==> src/rtl/simd_addsub_pkg.sv <==
package simd_addsub_pkg;

    localparam int WORD_W = 32;
    localparam int HALF_W = 16;
    localparam int BYTE_W = 8;

    typedef enum logic [1:0] {
        LM_U16_SAT = 2'b00,
        LM_U8_AVG  = 2'b01,
        LM_S16_AVG = 2'b10,
        LM_S32_AVG = 2'b11
    } lane_mode_e;

    typedef struct packed {
        logic [WORD_W-1:0] data;
        logic              ovf;
    } lane_out_t;

endpackage

==> src/rtl/simd_sat_lane.sv <==
module simd_sat_lane #(
    parameter int W = 16
) (
    input  logic [W-1:0] a,
    input  logic [W-1:0] b,
    input  logic         sub,
    input  logic         sat,
    output logic [W-1:0] y,
    output logic         ovf
);
    logic [W:0] wide;

    always_comb begin
        wide = sub ? ({1'b0, a} - {1'b0, b}) : ({1'b0, a} + {1'b0, b});
        // Top bit is carry-out on add and borrow on subtract.
        ovf  = wide[W];
        if (ovf && sat)
            y = sub ? '0 : '1;
        else
            y = wide[W-1:0];
    end
endmodule

==> src/rtl/simd_halve_lane.sv <==
module simd_halve_lane #(
    parameter int W      = 8,
    parameter bit SIGNED = 1'b0
) (
    input  logic [W-1:0] a,
    input  logic [W-1:0] b,
    input  logic         sub,
    input  logic         rnd,
    output logic [W-1:0] y
);
    localparam int XW = W + 1;

    logic [XW-1:0] ax;
    logic [XW-1:0] bx;
    logic [XW-1:0] x;
    logic          lsb_unused;

    always_comb begin
        ax = SIGNED ? {a[W-1], a} : {1'b0, a};
        bx = SIGNED ? {b[W-1], b} : {1'b0, b};
        x  = sub ? (ax - bx) : (ax + bx);
        x  = x + XW'(rnd);
        // Bits W..1 are the halved value, whatever the shift kind.
        y  = x[W:1];
    end

    assign lsb_unused = x[0];
endmodule

==> src/rtl/simd_addsub.sv <==
module simd_addsub
    import simd_addsub_pkg::*;
#(
    parameter int DW = WORD_W
) (
    input  logic          clk,
    input  logic          rst,
    input  logic          in_valid,
    input  logic [DW-1:0] op_a,
    input  logic [DW-1:0] op_b,
    input  logic          sub,
    input  logic [1:0]    mode,
    input  logic          sat_en,
    input  logic          rnd_en,
    output logic          out_valid,
    output logic [DW-1:0] result,
    output logic          ovf
);
    localparam int N_HALF = DW / HALF_W;
    localparam int N_BYTE = DW / BYTE_W;

    logic [DW-1:0]     r_u16;
    logic [DW-1:0]     r_u8;
    logic [DW-1:0]     r_s16;
    logic [DW-1:0]     r_s32;
    logic [N_HALF-1:0] lane_ovf;
    lane_out_t         nxt;
    lane_mode_e        lm;

    assign lm = lane_mode_e'(mode);

    for (genvar g = 0; g < N_HALF; g++) begin : g_half
        simd_sat_lane #(.W(HALF_W)) u_sat (
            .a   (op_a[g*HALF_W +: HALF_W]),
            .b   (op_b[g*HALF_W +: HALF_W]),
            .sub (sub),
            .sat (sat_en),
            .y   (r_u16[g*HALF_W +: HALF_W]),
            .ovf (lane_ovf[g])
        );
        simd_halve_lane #(.W(HALF_W), .SIGNED(1'b1)) u_s16 (
            .a   (op_a[g*HALF_W +: HALF_W]),
            .b   (op_b[g*HALF_W +: HALF_W]),
            .sub (sub),
            .rnd (rnd_en),
            .y   (r_s16[g*HALF_W +: HALF_W])
        );
    end

    for (genvar g = 0; g < N_BYTE; g++) begin : g_byte
        simd_halve_lane #(.W(BYTE_W), .SIGNED(1'b0)) u_u8 (
            .a   (op_a[g*BYTE_W +: BYTE_W]),
            .b   (op_b[g*BYTE_W +: BYTE_W]),
            .sub (sub),
            .rnd (rnd_en),
            .y   (r_u8[g*BYTE_W +: BYTE_W])
        );
    end

    simd_halve_lane #(.W(DW), .SIGNED(1'b1)) u_s32 (
        .a   (op_a),
        .b   (op_b),
        .sub (sub),
        .rnd (rnd_en),
        .y   (r_s32)
    );

    always_comb begin
        nxt.ovf = 1'b0;
        unique case (lm)
            LM_U16_SAT: begin
                nxt.data = r_u16;
                nxt.ovf  = |lane_ovf;
            end
            LM_U8_AVG:  nxt.data = r_u8;
            LM_S16_AVG: nxt.data = r_s16;
            default:    nxt.data = r_s32;
        endcase
    end

    always_ff @(posedge clk) begin
        if (rst) begin
            out_valid <= 1'b0;
            ovf       <= 1'b0;
            result    <= '0;
        end else begin
            out_valid <= in_valid;
            ovf       <= in_valid & nxt.ovf;
            if (in_valid)
                result <= nxt.data;
        end
    end
endmodule

==> config.mk <==
export PLATFORM = sky130hd
export DESIGN_NAME = simd_addsub
export DESIGN_NICKNAME = d
export VERILOG_FILES = /design/src/rtl/simd_addsub_pkg.sv /design/src/rtl/simd_sat_lane.sv /design/src/rtl/simd_halve_lane.sv /design/src/rtl/simd_addsub.sv
export SDC_FILE = /design/constraint.sdc
export NUM_CORES = 1
export LEC_CHECK = 0
export BUFFER_PORTS_ARGS = -buffer_cell sky130_fd_sc_hd__buf_2
export CORE_ASPECT_RATIO = 0.6
export CORE_MARGIN = 2
export CORE_UTILIZATION = 45
export CTS_BUF_LIST = sky130_fd_sc_hd__clkbuf_4 sky130_fd_sc_hd__clkbuf_8
export DETAILED_ROUTE_END_ITERATION = 8
export PLACE_DENSITY_LB_ADDON = 0.05
export SLEW_MARGIN = 5
export SYNTH_ARGS = -nofsm -noshare
export SYNTH_HDL_FRONTEND = slang
export SYNTH_SLANG_ARGS = --single-unit
==> constraint.sdc <==
create_clock -name clk -period 5.2 [get_ports clk]
set_clock_uncertainty 0.05 [all_clocks]
set_input_delay 0.26 -clock clk [delete_from_list [all_inputs] [get_ports clk]]
set_output_delay 0.26 -clock clk [all_outputs]
set_load 0.02 [all_outputs]
### Word level (Yosys, flattened, before mapping)

Index checks and enable logic that the tools add are counted.
Widths: inputs -> output; s select.

| word-level totals | value |
|---|---|
| output and inout bits | 34 |
| input bits | 72 |
| register bits after elaboration | 34 |

| cells by class | value |
|---|---|
| bitwise operators | 1 |
| muxes and demuxes | 14 |
| reductions and logical operators | 4 |
| equal/unequal tests | 2 |
| $add $sub $neg | 25 |

Operators by type and width:

| kind | count |
|---|---|
| $pmux 32 s3 | 1 |
| $add 16x16->17 | 4 |
| $mux 17 | 4 |
| $sub 16x16->17 | 4 |
| $mux 16 | 3 |
| $add 8x8->9 | 4 |
| $add 9x1->9 | 4 |
| $mux 9 | 4 |
| $sub 8x8->9 | 4 |
| $add 17x1->17 | 2 |
| $add 32x32->33 | 1 |
| $add 33x1->33 | 1 |
| $mux 33 | 1 |
| $sub 32x32->33 | 1 |
| $eq 2x1->1 const B | 1 |
| $eq 2x2->1 const B | 1 |
| $logic_and 1x1->1 | 2 |
| $logic_not 2->1 | 1 |
| $reduce_or 2->1 | 1 |
| $and 1x1->1 | 1 |
| $mux 1 | 1 |

### Logic depth before layout (Yosys ltp)

| depth | value |
|---|---|
| depth after elaboration | 5 |
| depth in mapped cells | 21 |
| depth with buffers taken out | 20 |

### Hierarchy

Synthesis repeated with hierarchy kept, for this count alone.

| unflattened totals | value |
|---|---|
| cell total of the unflattened synthesis | 1,898 |
| area, all modules | 14,034.7 um^2 |

By module, submodules not included:

| module | area each (um^2) | cells an instance | instances |
|---|---|---|---|
| simd_halve_lane (u_s32) | 3,599.7 | 529 | 1 |
| simd_halve_lane (g_byte[0].u_u8 ...) | 671.9 | 98 | 4 |
| simd_sat_lane | 1,341.3 | 193 | 2 |
| simd_addsub | 2,224.6 | 187 | 1 |
| simd_halve_lane (g_half[1].u_s16) | 1,431.4 | 202 | 1 |
| simd_halve_lane (g_half[0].u_s16) | 1,408.9 | 202 | 1 |

### Worst setup path before layout

No wires, ideal clock.

| timing | value |
|---|---|
| path type | input -> register |
| start | input sub |
| end | register result[19] |
| data arrival time | 5.287 ns |
| setup time | 0.088 ns |
| data required time | 5.062 ns |
| cell stages on the path | 18 |
| setup slack | -0.225 ns |
| path buffers | 5 |
| cells stage by stage | clkbuf_1 -> clkbuf_1 -> clkbuf_1 -> buf_1 -> nor2_1 -> xnor2_1 -> ha_1 -> nor2b_1 -> o21a_4 -> o211a_1 -> o31ai_1 -> xnor2_1 -> or4b_4 -> or4_4 -> buf_6 -> or3_1 -> a21o_1 -> a311oi_2 |

| between the ends | value |
|---|---|
| cells in the longest elaborated chain, start to end | 4 |

Ends and longest elaborated chain:

| element | RTL line | source |
|---|---|---|
| from (decl) | simd_addsub.sv:11 | `input logic sub,` |
| parallel branches: the longest is 3 deep, another holds $add 33x1->33 | n/a |  |
| $pmux 32 s3 (*) | simd_addsub.sv:70 | `unique case (lm)` |
| to (signal assigned) | simd_addsub.sv:90 | `result <= nxt.data;` |
| to (decl) | simd_addsub.sv:16 | `output logic [DW-1:0] result,` |

Mark *: on every way between the ends.
A chain may end at the register's enable or synchronous reset.

### Final worst setup path

| timing | value |
|---|---|
| start | input op_b[0] |
| end | register result[27] |

| between the ends | value |
|---|---|
| cells in the longest elaborated chain, start to end | 4 |

Ends and longest elaborated chain:

| element | RTL line | source |
|---|---|---|
| from (decl) | simd_addsub.sv:10 | `input logic [DW-1:0] op_b,` |
| $add 32x32->33 / $sub 32x32->33 (equally long branches) | simd_halve_lane.sv:21 | `x = sub ? (ax - bx) : (ax + bx);` |
| $mux 33 (*) | simd_halve_lane.sv:21 |  |
| $add 33x1->33 (*) | simd_halve_lane.sv:22 | `x = x + XW'(rnd);` |
| $pmux 32 s3 (*) | simd_addsub.sv:70 |  |

Mark *: on every way between the ends. The rest lies on a longest branch, timed or not.

==> flow_summary_export.csv <==
group,metric,value,unit
floorplan,initial_utilization,0.461,
finish,num_antenna_cells,0,
floorplan,die_area,19700,sq um
worst_setup_path,slowest_delay,0.57,ns
worst_setup_path,required,5.30,ns
timing,fin_ws,0.253,ns
clocking,path_clk_slew,0.07,ns
route,routedWlPerCell,18.9,um
route,route.detailed.drc,0,
logic_synthesis,async_reset_ff_frac,0,
timing,timing_hold_violations_final,0,
logic_synthesis,synthesis.area,8350,sq um
placement,dp_hpwl,26400,um
worst_setup_path,crit_arrival,5.05,ns
global_route,track_usage,0.307,
logic_synthesis,syn_nets,1364,
hold_path,whs_path_depth,2,
logic_synthesis,synth_top_area_share,0.110,
worst_setup_path,cp-end-kind,"register",
logic_synthesis,yosys.area.top_type,"xnor2_1",
worst_setup_path,reg2reg_to,"result[29]",
placement,pre_cts_ws,-0.0989,ns
logic_synthesis,synth_edf_count,0,
logic_synthesis,avgSynthCellArea,6.87,sq um
clocking,ctsHoldBuffers,0,
finish,instances_no_fill,1635,
clocking,clock_sinks,34,
timing,period_share,0.951,
logic_synthesis,yosys_warnings,0,
timing,final.min_clock_period,4.95,ns
worst_setup_path,critPathTopFamily,"simple AND/OR/NAND/NOR gates",
finish,syn2layout_area_growth,20.4,%
finish,fillers,1855,
run_status,status,"finished clean",
logic_synthesis,yosysMostFrequentCell,"nor2_1",
pwr,vdd_ir_drop_max,109,uV
logic_synthesis,synthesis.instances,1216,
logic_synthesis,synthFlopType,"dfxtp_1",
clocking,cts_root_buf,"clkbuf_8",
floorplan,row_count,38,
worst_setup_path,cp-start-kind,"input pin",
clocking,clk_latency,0.28,ns
pwr,fin_total_pwr,2.49,mW
worst_setup_path,ff2ff_path_depth,3,
logic_synthesis,synth_cell_types,84,
global_route,grt_overflow,0,
timing,tightest_slew,0.902,ns
clocking,cts_max_level,2,
worst_setup_path,r2r-start,"result[29]",
logic_synthesis,ys_top_cells_by_count,"nor2_1, a21oi_1, xnor2_1",
route,drtAntennaViolNets,0,
timing,max_freq,202,MHz
timing,tns,0,ns
route,vias,9726,
timing,setup_violations,0,
route,firstDrtPassIters,5,
route,viasPerCell,5.95,
floorplan,die_h,110,um
placement,routabilityCongestion,0.945,
clocking,clockBufferDepth,2,
pwr,powerDensity,247,nW/um^2
finish,multi_input_area,7330,sq um
worst_setup_path,regToRegSetupSlack,4.03,ns
clocking,cts_buffers,5,
timing,relSlewSlack,0.397,
pwr,leakagePower,4.34,nW
floorplan,core_region_area,18100,sq um
worst_setup_path,critPathMaxFanout,5,
global_route,grt_pass1_vias,8341,
placement,place_inst,1626,
route,drt_iter0_markers,1140,
worst_setup_path,crit_type,"input pin to register",
hold_path,hold_path.class,"register to register",
clocking,cts_tree,"yes",
global_route,grt_max_degree,45,
logic_synthesis,ys_seq_area_frac,0.0815,
timing,maxSlewViolCount,0,
floorplan,pin_count,106,
finish,seq_area,681,sq um
hold_path,hold-path-endpoint,"result[23]",
finish,nets,1542,
worst_setup_path,path_buf_inv,7,
hold_path,worstHoldStart,"result[23]",
worst_setup_path,worst_path_most_repeated_cell,"buf_4",
global_route,antenna_found_initial,0,
global_route,grt_pass1_wl,47600,um
route,wl,31000,um
worst_setup_path,cp_slowest_cell,"or4b_4",
worst_setup_path,cp_cell_sequence,"buf_2 > inv_1 > ha_1 > or3b_2 > nor4b_2 > buf_4 > buf_4 > a21oi_1 > xnor2_1 > ha_1 > nand2_1 > buf_4 > nor2_1 > o211ai_4 > nand3_1 > or3b_4 > or4b_4 > buf_4 > or3_1 > nor4_1 > buf_4 > mux2i_1 > a211oi_1",
placement,portBuffers,105,
floorplan,die_w,180,um
finish,drive_gt1_frac,0.197,
timing,rsz0062_at_grt,"true",
logic_synthesis,synthTopCellsByArea,"xnor2_1, ha_1, dfxtp_1, a21oi_1, nor2_1",
logic_synthesis,ys_ff_latch,34,
worst_setup_path,crit_path_start,"op_b[0]",
flow_run,drv_cap,0,
## power by group
| part | internal, mW | total (mW) | switching, mW |
|---|---|---|---|
| logic | 0.761 | 1.89 | 1.13 |
| registers | 0.292 | 0.307 | 0.0149 |
| clock network | 0.192 | 0.288 | 0.0962 |
| total | 1.24 | 2.49 | 1.24 |
## metal layers
metal	vias to the layer above	part of all wire	track usage
met5	-	0	0
met4	0	0.0037	0.0250
met3	9	0.13	0.0825
met2	451	0.33	0.374
met1	4448	0.54	0.514
li1	4818	-	-
## through the flow
step | area [sq um] | hold WS [ns] | utilization
after floorplan | 8370 | 0.425 | -
after global placement | 9880 | 0.397 | 0.546
after detailed placement | 9880 | 0.398 | 0.546
after CTS | 10000 | 0.413 | 0.553
after global routing | 10100 | 0.433 | 0.555
final | 10100 | 0.408 | 0.555
## layout make-up
cell class / count / share of cell area
Clock inverter: 3 / 0.00684
Multi-Input combinational cell: 1083 / 0.729
Timing Repair Buffer: 228 / 0.144
Clock buffer: 5 / 0.00684
Inverter: 42 / 0.0157
Sequential cell: 34 / 0.0677
Tap cell: 240 / 0.0299
## sequential cells by signal (all words and copies together), names as in the netlist
signal / flops
result: 32
out_valid: 1
ovf: 1
## kinds of logic (layout without fill, tap and decap cells)
kind of cell               Yosys count  in the layout  share of synthesized area
AOI/OAI and AO/OA                  385            385                      0.305
xor gates and xnor gates           149            149                      0.156
adders and majority gates           78             78                      0.120
buffers and inverters               99            278                     0.0464
DFF                                 34             34                     0.0815
muxes                               12             12                     0.0148
and+or+nand+nor                    459            459                      0.276
## worst reg2reg max path, cell delays in order, from the launching register on
cell and delay, ns:
dfxtp_1 0.40, nor2_1 0.06, o311a_1 0.38, a211oi_1 0.20
## cells in the final DEF (no fill, tap or decap), types with 8 or more instances in the layout
cell / count
buf_4: 123
dfxtp_1: 34
and2_1: 12
o211ai_1: 16
a211oi_1: 23
inv_1: 41
o211a_1: 11
or3_1: 17
o31a_1: 8
buf_2: 105
nand2_1: 94
xor2_1: 44
a21o_1: 26
nand4_1: 13
nor2b_1: 17
nand3_1: 34
nor3b_1: 8
and3_1: 13
a21oi_1: 113
o21ai_0: 77
ha_1: 72
o2111ai_1: 9
nor4_1: 15
a31oi_1: 9
xnor2_1: 104
nand2b_1: 13
nor3_1: 40
nor2_1: 139
o21a_1: 16
mux2i_1: 9
## worst max-delay path by stage
stage,depth (start not counted),end
after floorplan,20,result[19]
after global placement,24,result[27]
after detailed placement,21,result[19]
after CTS,21,result[19]
after global routing,24,result[27]
final,23,result[27]
## timing repair
action	CTS	global route
gates resized for setup	0	9
buffers inserted	0	1
endpoints found under the setup margin	0	9
Note: power is estimated with default switching activity, not from simulation.
